$ cat config.mk
export PLATFORM = sky130hd
export DESIGN_NAME = tmc_cycle_ctl
export DESIGN_NICKNAME = d
export VERILOG_FILES = /design/src/rtl/tmc_pkg.sv /design/src/rtl/tmc_cycle_ctl.sv
export SDC_FILE = /design/constraint.sdc
export NUM_CORES = 1
export LEC_CHECK = 0
export BUFFER_PORTS_ARGS = -buffer_cell sky130_fd_sc_hd__buf_2
export CORE_MARGIN = 1
export CORE_UTILIZATION = 40
export DETAILED_ROUTE_END_ITERATION = 10
export PLACE_DENSITY_LB_ADDON = 0.25
export SLEW_MARGIN = 20
export SYNTH_ARGS = -nofsm -noshare
export SYNTH_HDL_FRONTEND = slang
export SYNTH_SLANG_ARGS = --single-unit
$ cat constraint.sdc
create_clock -name clk -period 1.63 [get_ports clk]
set_input_delay 0.163 -clock clk [delete_from_list [all_inputs] [get_ports clk]]
set_output_delay 0.163 -clock clk [all_outputs]
set_load 0.005 [all_outputs]
$ cat src/rtl/tmc_pkg.sv
package tmc_pkg;

    // Classification of a sampled row-strobe falling edge.
    typedef enum logic [2:0] {
        RF_NONE  = 3'd0,
        RF_ROW   = 3'd1,   // normal row activation
        RF_ENTER = 3'd2,   // keyed entry into compressed test mode
        RF_KEEP  = 3'd3,   // refresh, mode unchanged
        RF_EXIT  = 3'd4    // refresh that leaves test mode
    } ras_evt_e;

endpackage

$ cat src/rtl/tmc_cycle_ctl.sv
module tmc_cycle_ctl
    import tmc_pkg::*;
#(
    parameter int ROW_W  = 3,
    parameter int COL_W  = 2,
    parameter int DATA_W = 8,
    localparam int IDX_W = ROW_W - 1 + COL_W
) (
    input  logic              clk,
    input  logic              rst_n,
    input  logic              ras_n,
    input  logic              cas_n,
    input  logic              we_n,
    input  logic [ROW_W-1:0]  addr,
    input  logic [DATA_W-1:0] rd_merged,
    output logic [1:0]        wr_en,
    output logic [IDX_W-1:0]  arr_idx,
    output logic              half_sel,
    output logic              tm,
    output logic              oe,
    output logic [DATA_W-1:0] rd_data
);
    typedef struct packed {
        logic              ras;
        logic              cas;
        logic              row_cyc;
        logic              cas_seen;
        logic              tm;
        logic              oe;
        logic [ROW_W-1:0]  row;
        logic [DATA_W-1:0] dout;
    } ctl_state_t;

    ctl_state_t st_q, st_d;
    ras_evt_e   ras_evt;
    logic       key_ok;
    logic       ras_rise;
    logic       col_hit;

    assign key_ok   = &addr[ROW_W-2:0];
    assign ras_rise = !st_q.ras && ras_n;
    assign col_hit  = st_q.cas && !cas_n && st_q.row_cyc && !ras_n;

    always_comb begin
        ras_evt = RF_NONE;
        if (st_q.ras && !ras_n) begin
            if (cas_n) begin
                ras_evt = RF_ROW;
            end else if (!we_n) begin
                ras_evt = (!st_q.tm && key_ok) ? RF_ENTER : RF_KEEP;
            end else begin
                ras_evt = RF_EXIT;
            end
        end
    end

    always_comb begin
        st_d     = st_q;
        st_d.ras = ras_n;
        st_d.cas = cas_n;

        case (ras_evt)
            RF_ROW: begin
                st_d.row_cyc  = 1'b1;
                st_d.cas_seen = 1'b0;
                st_d.row      = addr;
            end
            RF_ENTER: begin
                st_d.tm      = 1'b1;
                st_d.row_cyc = 1'b0;
            end
            RF_KEEP: begin
                st_d.row_cyc = 1'b0;
            end
            RF_EXIT: begin
                st_d.tm      = 1'b0;
                st_d.row_cyc = 1'b0;
            end
            default: ;
        endcase

        if (ras_rise) begin
            if (st_q.row_cyc && !st_q.cas_seen) begin
                st_d.tm = 1'b0;   // row-only refresh
            end
            st_d.row_cyc = 1'b0;
        end

        if (col_hit) begin
            st_d.cas_seen = 1'b1;
            if (we_n) begin
                st_d.dout = rd_merged;
                st_d.oe   = 1'b1;
            end
        end

        if (!st_q.cas && cas_n) begin
            st_d.oe = 1'b0;
        end
    end

    always_ff @(posedge clk or negedge rst_n) begin
        if (!rst_n) begin
            st_q <= '{ras: 1'b1, cas: 1'b1, row_cyc: 1'b0, cas_seen: 1'b0,
                      tm: 1'b0, oe: 1'b0, row: '0, dout: '0};
        end else begin
            st_q <= st_d;
        end
    end

    assign arr_idx  = {st_q.row[ROW_W-2:0], addr[COL_W-1:0]};
    assign half_sel = st_q.row[ROW_W-1];
    assign wr_en[0] = col_hit && !we_n && (st_q.tm || !half_sel);
    assign wr_en[1] = col_hit && !we_n && (st_q.tm ||  half_sel);
    assign tm       = st_q.tm;
    assign oe       = st_q.oe;
    assign rd_data  = st_q.dout;
endmodule

---- Word level (Yosys, flattened, before mapping) ----
Index checks and enable logic that the tools add are counted.
word-level totals
  register bits after elaboration ......... 17
  bits of input ports ..................... 16
  output and inout bits ................... 17
  logic and storage cells ................. 55
operators by class
  equality and inequality tests ........... 4
  multiplexer cells ....................... 14
  reduce and logical (&&, ||, !) cells .... 29
operators by type and width
  cell                                            number
  logical AND 1 bit                               11
  two-way mux 1 bit                               9
  two-way mux 3 bit                               3
  logical NOT 1 bit                               8
  == test 3 x 2 -> 1 bit (second input constant)  2
  AND reduction 2 bit                             3
  nonzero test 2 bit                              3
  case mux 1 bit (2 select lines)                 2
  == test 3 x 1 -> 1 bit (second input constant)  1
  == test 3 bit (second input constant)           1
  nonzero test 3 bit                              1
  OR reduction 3 bit                              1
  logical OR 1 bit                                2

---- Logic depth before layout (Yosys ltp) ----
Gate-level depths: netlist of the first run.
  depth after elaboration ................. 10
  gate-level depth with buffers ........... 3
  gate-level depth less buffers ........... 3

---- Worst setup path before layout of the first run ----
No wires, ideal clock.
  kind .................................... register -> register
  start ................................... reg st_q[15] (netlist bit)
  end ..................................... reg st_q (netlist bit rd_data[0])
  library setup time ...................... 0.125 ns
  arrival ................................. 1.032 ns
  data required time ...................... 1.505 ns
  setup slack ............................. 0.473 ns
  stages on the path, launching flop included .. 3
  buffers on the path ..................... 0
  clock period less this slack ............ 1.157 ns
  cells stage by stage .................... dfstp_2 > nand4_4 > mux2_4
between the ends
  cells in the longest elaborated chain, start to end .. 4
ends and longest elaborated chain
  element                          RTL line              text
  from (decl)                      tmc_cycle_ctl.sv:34   ctl_state_t st_q, st_d;
  from (signal assigned)           tmc_cycle_ctl.sv:104  st_q <= '{ras: 1'b1, cas: 1'b1, row_cyc: 1'b0, cas_seen: 1'b0,
  from (signal assigned)           tmc_cycle_ctl.sv:107  st_q <= st_d;
  logical AND 1 bit (3 in series)  tmc_cycle_ctl.sv:42   assign col_hit = st_q.cas && !cas_n && st_q.row_cyc && !ras_n;
  AND reduction 2 bit (no line)    n/a
Every way passes these cells.
A chain may end at the register's enable or synchronous reset.

---- Worst setup path after layout of the first run ----
  start ................................... reg st_q[15] (netlist bit)
  end ..................................... out wr_en[1]
between the ends
  cells in the longest elaborated chain, start to end .. 5
ends and longest elaborated chain
  element                          RTL line              text
  logical AND 1 bit (3 in series)  tmc_cycle_ctl.sv:42
  logical AND 1 bit (2 in series)  tmc_cycle_ctl.sv:114  assign wr_en[1] = col_hit && !we_n && (st_q.tm || half_sel);
  to (decl)                        tmc_cycle_ctl.sv:16   output logic [1:0] wr_en,
Every way passes these cells.

==> flow_metrics.tcl, run 1 <==
set metrics [dict create \
    die_y_um 46.39 \
    outcome "finished clean" \
    netlist_instances 59 \
    cp-start-kind "flip-flop" \
    ys_seq_area_share_pct 54.29 \
    hold_slack_ns 0.02733 \
    portBuffers 32 \
    synth_top_flop_cell "dfrtp_1" \
    grtUsageMet2_pct 19.44 \
    fin_setup_tns_ns 0 \
    wl_um 1228 \
    grt_pass1_wl_um 1925 \
    core_um2 1783 \
    route.antenna.remaining_nets 0 \
    routabilityCongestion 0.7452 \
    grt.total_usage_pct 13.12 \
    cpMaxStageDelayCell "dfstp_2" \
    slew_headroom_pct 75.75 \
    vias 507 \
    power_leakage_nw 0.4782 \
    slew_viol_final 0 \
    yosysWarningCount 0 \
    critPathBufInv 1 \
    cts_tree "yes" \
    finalClockSkew_ns 0.005057 \
    irDropWorstVdd_v 0.0004710 \
    synth_edf_count 0 \
    crit_cells 3 \
    clock-sinks 17 \
    drt_iter0_markers 2 \
    rsz0062_at_grt "false" \
    fp.dieW_um 46.39 \
    drive_gt1_share_pct 59.52 \
    layout_commonest_cell "buf_2" \
    first_pass_iters 2 \
    hold_class "in2reg" \
    max_freq_ghz 0.6844 \
    fillers 176 \
    ys_ff_latch 17 \
    synth.distinct_cells 20 \
    final_cell_mix "32 x buf_2, 15 x dfrtp_1, 8 x mux2_2" \
    drv_cap 0 \
    busiest_layer "met2" \
    worstPathRequired_ns 1.47 \
    postCtsHoldBufs 1 \
    endpoint_kind "output port" \
    setup_slack_ns 0.1689 \
    tightestPinTransition_ns 0.3638 \
    clk_latency_ns 0.28 \
    synth_area_um2 788.3 \
    clk_pin_slew_worst_paths_ns 0.09 \
    gr-total-overflow 0 \
    grt_pass1_vias 427 \
    dpl_worst_slack_ns 0.4128 \
    crit_chain "nand3_1 > nor3_1 > buf_2" \
    postCtsSetupRepairBufs 0 \
    grt_start_max_net_pins 18 \
    antenna_found_initial 0 \
    criticalPathCategory "reg2out" \
    clock_tree.root_cell "clkbuf_4" \
    use_met1_pct 17.20 \
    cp_max_fo 3 \
    r2r_cells 2 \
    setup_viol 0 \
    area_delta_synth_final_pct 17.46 \
    htree_levels 1 \
    fin_util_pct 51.93 \
    start_util_pct 44.21 \
    whs_path_depth 1 \
    critPathArrivalTime_ns 1.30 \
    floorplan.rows 15 \
    p_per_area_nw_per_um2 1029 \
    cp_slowest_stage_delay_ns 0.57 \
    wl_per_cell_um 11.27 \
    nets 101 \
    min_period_over_period_pct 89.64 \
    dp.final_hpwl_um 957 \
    design_area_um2 925.9 \
    hold_violations 0 \
    clk_path_buf_depth 2 \
    numCtsBuffers 3 \
    antenna_cells 0 \
    pin_count 33 \
    syn_area_per_cell_um2 13.36 \
    drcViolationCount 0 \
    finalCriticalPeriod_ns 1.461 \
    ctsResizeCount 0 \
    use_met3_pct 3.529 \
    placed_area_um2 889.6 \
    die-area_um2 2152 \
    syn-num-nets 75 \
    vias_per_cell 4.651 \
    cp_top_family "flip-flops" \
    async_flop_share_pct 100.0 \
]
[cells by family after synthesis]
kind of cell | Yosys count | share of synthesized area (%)
flops | 17 | 54.29
compound gates | 4 | 3.491
simple gates | 13 | 11.90
buf+inv | 13 | 11.90
mux | 12 | 18.41
[cells in the mapped netlist, types with 2 or more instances]
library cell  instances  area (um^2)
buf_4                12        90.09
dfrtp_1              15        375.4
dfstp_2               2        52.55
mux2_2                8        90.09
mux2_4                3        45.04
nand2_1               2        7.510
nand3_1               2        10.01
nor2b_1               2        12.51
nor3_1                2        10.01
[sequential cells by signal, summed over array words and instances, names as in the netlist]
| name | flops |
|---|---|
| rd_data | 8 |
| st_q | 4 |
| arr_idx | 2 |
| half_sel | 1 |
| oe | 1 |
| tm | 1 |
[final timing paths]
kind                                  from         end  slack (ns)
worst min-delay path                 ras_n    st_q[16]        0.03
max in group asynchronous            rst_n    st_q[16]        1.00
worst max register to register    st_q[15]  rd_data[0]        0.42
worst min register to register  arr_idx[2]  arr_idx[2]        0.50
worst max-delay path              st_q[15]    wr_en[1]        0.17
min in group asynchronous            rst_n  arr_idx[2]        0.31
[power by group]
| group | internal, mW | switching (mW) | total, mW |
|---|---|---|---|
| clock | 0.0949 | 0.122 | 0.217 |
| combinational | 0.124 | 0.0755 | 0.200 |
| sequential | 0.495 | 0.0405 | 0.536 |
[metal layers]
metal	routed length (um)	up-vias
li1	-	248
met4	12	0
met1	535	242
met5	0	-
met3	58	2
met2	621	15
[layout make-up]
| cell class | instances | area, um^2 | share of cell area, % |
|---|---|---|---|
| sequential | 17 | 427.9 | 46.22 |
| multi-input combinational | 29 | 266.5 | 28.78 |
| timing repair buffer | 33 | 170.2 | 18.38 |
| clock buffer | 4 | 26.28 | 2.838 |
| inverter | 1 | 3.754 | 0.4054 |
| tap | 25 | 31.28 | 3.378 |
[per-stage QoR]
step / instances / power (mW)
final: 109 / 0.9523
after global routing: 109 / 1.026
after CTS: 109 / 0.9696
after detailed placement: 104 / 0.7465
after global placement: 104 / 0.7403
after floorplan: 59 / 0.7127
Note: power is estimated with default switching activity, not from simulation.
==> run 2: changes to the inputs <==
--- a/config.mk
+++ b/config.mk
@@ -10,6 +10,7 @@
 export CORE_UTILIZATION = 40
 export DETAILED_ROUTE_END_ITERATION = 10
 export PLACE_DENSITY_LB_ADDON = 0.25
+export REMOVE_ABC_BUFFERS = 1
 export SLEW_MARGIN = 20
 export SYNTH_ARGS = -nofsm -noshare
 export SYNTH_HDL_FRONTEND = slang
==> flow_metrics.tcl, run 2 (synthesized netlist as in run 1, its figures left out) <==
set metrics [dict create \
    outcome "finished clean" \
    floorplan.rows 15 \
    clock-sinks 17 \
    cp_max_fo 3 \
    power_leakage_nw 0.4855 \
    clk_path_buf_depth 2 \
    grt_pass1_wl_um 1863 \
    fin_cells 111 \
    hold_class "in2reg" \
    reg2reg_slack_ns 0.38 \
    numCtsBuffers 3 \
    drt_iter0_markers 5 \
    criticalPathCategory "reg2out" \
    cts_tree "yes" \
    grt_pass1_vias 410 \
    irDropWorstVdd_v 0.0004370 \
    dpl_worst_slack_ns 0.4094 \
    setup_slack_ns 0.1302 \
    routabilityCongestion 0.7013 \
    ctsResizeCount 0 \
    clock_tree.root_cell "clkbuf_4" \
    slew_headroom_pct 74.91 \
    layout_commonest_cell "buf_2" \
    drive_gt1_share_pct 59.30 \
    route.antenna.remaining_nets 0 \
    dp_cells 104 \
    whs_path_depth 2 \
    gr-total-overflow 0 \
    clk_pin_slew_worst_paths_ns 0.11 \
    wl_per_cell_um 11.67 \
    max_freq_ghz 0.6668 \
    postCtsHoldBufs 1 \
    grt_start_max_net_pins 18 \
    slew_viol_final 0 \
    fp.dieW_um 46.39 \
    design_area_um2 949.7 \
    holdPathEnd "half_sel" \
    hold_slack_ns 0.09081 \
    p_per_area_nw_per_um2 1022 \
    tightestPinTransition_ns 0.3764 \
    pin_count 33 \
    vias_per_cell 4.613 \
    start_util_pct 44.21 \
    placed_area_um2 889.6 \
    core_um2 1783 \
    die-area_um2 2152 \
    antenna_found_initial 0 \
    setup_viol 0 \
    drcViolationCount 0 \
    area_delta_synth_final_pct 20.48 \
    rsz0062_at_grt "false" \
    clk_latency_ns 0.29 \
    grt.total_usage_pct 13.03 \
    min_period_over_period_pct 92.01 \
    first_pass_iters 4 \
    wl_um 1295 \
    critPathArrivalTime_ns 1.34 \
    antenna_cells 0 \
    final_cell_mix "32 x buf_2, 15 x dfrtp_1, 8 x mux2_2" \
    worstPathRequired_ns 1.47 \
    worst_r2r_endpoint "rd_data[6]" \
    rr_startpoint "st_q[15]" \
    postCtsSetupRepairBufs 0 \
    htree_levels 1 \
    hold_violations 0 \
    r2r_cells 2 \
    endpoint_kind "output port" \
    largest_reg_flops 8 \
    fin_setup_tns_ns 0 \
    cp-start-kind "flip-flop" \
    die_y_um 46.39 \
    nets 103 \
    finalCriticalPeriod_ns 1.500 \
    vias 512 \
    portBuffers 32 \
    drv_cap 0 \
    min_from "addr[2]" \
    finalClockSkew_ns 0.01360 \
]
-- run 2: cell types whose count changed in the layout (fill, tap and decap cells not counted) --
cell and delta:
clkbuf_1 -1, clkinvlp_4 +1, dlygate4sd3_1 +2
-- run 2: stage by stage --
step           utilization, %  power (mW)
2_1_floorplan               -      0.6370
3_3_place_gp            49.89      0.7391
3_5_place_dp            49.89      0.7463
4_1_cts                 52.14      0.9770
5_1_grt                 53.26       1.040
6_report                53.26      0.9707
-- run 2: cell type report --
cell class,instances,area [um^2]
Clock inverter,1,7.507
Inverter,1,3.754
Clock buffer,3,22.52
Timing Repair Buffer,35,190.2
Fill cell,167,833.3
Sequential cell,17,427.9
Tap cell,25,31.28
Multi-Input combinational cell,29,266.5
-- run 2: report_power, final --
part | switching [mW] | internal, mW | total [mW]
Clock | 0.139 | 0.0932 | 0.232
Combinational | 0.0761 | 0.127 | 0.203
Sequential | 0.0404 | 0.495 | 0.535
-- run 2: worst max path at each step --
stage,end,slack (ns),depth (start not counted),startpoint
after floorplan,rd_data[0],0.47,2,st_q[15]
after global placement,rd_data[6],0.44,2,st_q[15]
after detailed placement,rd_data[6],0.41,2,st_q[15]
after CTS,wr_en[1],0.12,3,st_q[15]
after global routing,wr_en[0],0.03,3,st_q[15]
final,wr_en[0],0.13,3,st_q[15]
-- run 2: routing by layer --
metal  track usage, %  vias up  wire length (um)
li1                 -      250                 -
met1            16.91      241               614
met5                0        -                 0
met2            19.44       19               616
met4            8.824        0                19
met3            2.353        2                44
-- run 2: critical path: stages, from the launching register on --
cell	delay [ns]
dfstp_2	0.58
nand3_1	0.14
nor3_1	0.19
buf_2	0.14
==> run 3: changes to the inputs <==
--- a/config.mk
+++ b/config.mk
@@ -5,10 +5,10 @@
 export SDC_FILE = /design/constraint.sdc
 export NUM_CORES = 1
 export LEC_CHECK = 0
-export BUFFER_PORTS_ARGS = -buffer_cell sky130_fd_sc_hd__buf_2
 export CORE_MARGIN = 1
 export CORE_UTILIZATION = 40
 export DETAILED_ROUTE_END_ITERATION = 10
+export DONT_BUFFER_PORTS = 1
 export PLACE_DENSITY_LB_ADDON = 0.25
 export REMOVE_ABC_BUFFERS = 1
 export SLEW_MARGIN = 20
==> flow_metrics.tcl, run 3 (synthesized netlist as in run 1, its figures left out) <==
set metrics [dict create \
    outcome "finished clean" \
    numCtsBuffers 3 \
    drv_cap 0 \
    seqCellArea_um2 427.9 \
    irDropWorstVdd_v 0.0003930 \
    portBuffers 0 \
    grt.total_usage_pct 13.03 \
    final_cell_mix "15 x dfrtp_1, 8 x mux2_2, 6 x dlygate4sd3_1" \
    cp-start-kind "flip-flop" \
    die_y_um 46.39 \
    slew_headroom_pct 49.86 \
    htree_levels 1 \
    drcViolationCount 0 \
    vias 410 \
    grt_pass1_wl_um 1863 \
    setup_viol 0 \
    cts_tree "yes" \
    wl_per_cell_um 15.52 \
    multiInputGateArea_um2 266.5 \
    routabilityCongestion 0.6184 \
    drive_gt1_share_pct 31.58 \
    first_pass_iters 2 \
    clk_pin_slew_worst_paths_ns 0.09 \
    critPathArrivalTime_ns 1.24 \
    floorplan.rows 15 \
    cp_max_fo 3 \
    placed_area_um2 729.5 \
    drt_iter0_markers 8 \
    hold_class "in2reg" \
    hold_violations 0 \
    rsz0062_at_grt "false" \
    tightestPinTransition_ns 0.7497 \
    nets 74 \
    crit_chain "nand3_1 > nor3_1" \
    largest_reg_flops 8 \
    antenna_found_initial 0 \
    max_freq_ghz 0.7143 \
    worstPathRequired_ns 1.47 \
    clock_tree.root_cell "clkbuf_4" \
    cpMaxStageDelayCell "dfstp_2" \
    design_area_um2 815.8 \
    antenna_cells 0 \
    wl_um 1273 \
    gr-total-overflow 0 \
    fin_setup_tns_ns 0 \
    slew_viol_final 0 \
    clk_path_buf_depth 2 \
    p_per_area_nw_per_um2 1083 \
    core_um2 1783 \
    grt_start_max_net_pins 18 \
    route.antenna.remaining_nets 0 \
    criticalPathCategory "reg2out" \
    fillers 174 \
    power_leakage_nw 0.3603 \
    grt_pass1_vias 412 \
    hold_slack_ns 0.02848 \
    finalClockSkew_ns 0.0008499 \
    clock-sinks 17 \
    pin_count 33 \
    vias_per_cell 5.000 \
    clk_latency_ns 0.28 \
    area_delta_synth_final_pct 3.492 \
    min_period_over_period_pct 85.89 \
    layout_commonest_cell "dfrtp_1" \
    cp_slowest_stage_delay_ns 0.57 \
    finalCriticalPeriod_ns 1.400 \
    start_util_pct 44.21 \
    die-area_um2 2152 \
    fp.dieW_um 46.39 \
    endpoint_kind "output port" \
]
run 3: changes by cell type in the layout (fill, tap and decap cells not counted), sizes merged:
cell	change
buf	-32
dlygate4sd3	+3
clkbuf	+1
clkinvlp	-1
run 3: critical path, delay by kind of cell, from the launching register on:
family           cells  cell delay, ns
flip-flops           1            0.57
AND/OR/NAND/NOR      2            0.39
run 3: final cells by class:
cell class	count	share of cell area, %
Multi-Input combinational cell	29	32.67
Sequential cell	17	52.45
Clock buffer	4	3.221
Timing Repair Buffer	6	7.362
Tap cell	25	3.834
Inverter	1	0.4601
run 3: final timing paths:
| kind | startpoint | to | slack (ns) | depth (start not counted) |
|---|---|---|---|---|
| setup / recovery | st_q[15] | wr_en[0] | 0.23 | 2 |
| hold reg to reg | st_q[13] | st_q[13] | 0.51 | 2 |
| min in group asynchronous | rst_n | arr_idx[3] | 0.39 | 1 |
| max in group asynchronous | rst_n | rd_data[1] | 0.78 | 1 |
| hold / removal | ras_n | st_q[14] | 0.03 | 2 |
| setup reg to reg | st_q[15] | rd_data[0] | 0.39 | 2 |
run 3: where the power goes:
part	switching, mW	internal (mW)
logic	0.0376	0.0773
clock network	0.119	0.0948
registers	0.0599	0.496
run 3: metrics by stage:
stage / power, mW / cells / utilization [%] / setup WS (ns)
6_report: 0.8838 / 82 / 45.75 / 0.2300
3_5_place_dp: 0.6614 / 72 / 40.91 / 0.4010
4_1_cts: 0.8967 / 80 / 44.63 / 0.2059
3_3_place_gp: 0.6531 / 72 / 40.91 / 0.4344
2_1_floorplan: 0.6370 / 47 / - / 0.4729
5_1_grt: 0.9519 / 82 / 45.75 / 0.1283
run 3: layer usage:
layer  vias up  global-route usage, %  part of all wire, %
met5         -                      0                    0
met4         0                  8.824                  1.5
met3         2                  5.490                  7.7
met2        18                  19.44                   49
met1       199                  14.95                   42
li1        191                      -                    -
run 3: timing repair:
item	in CTS	in global routing
hold endpoints to repair	21	2
hold buffers	4	2
setup buffers	0	0
resized for setup	0	0
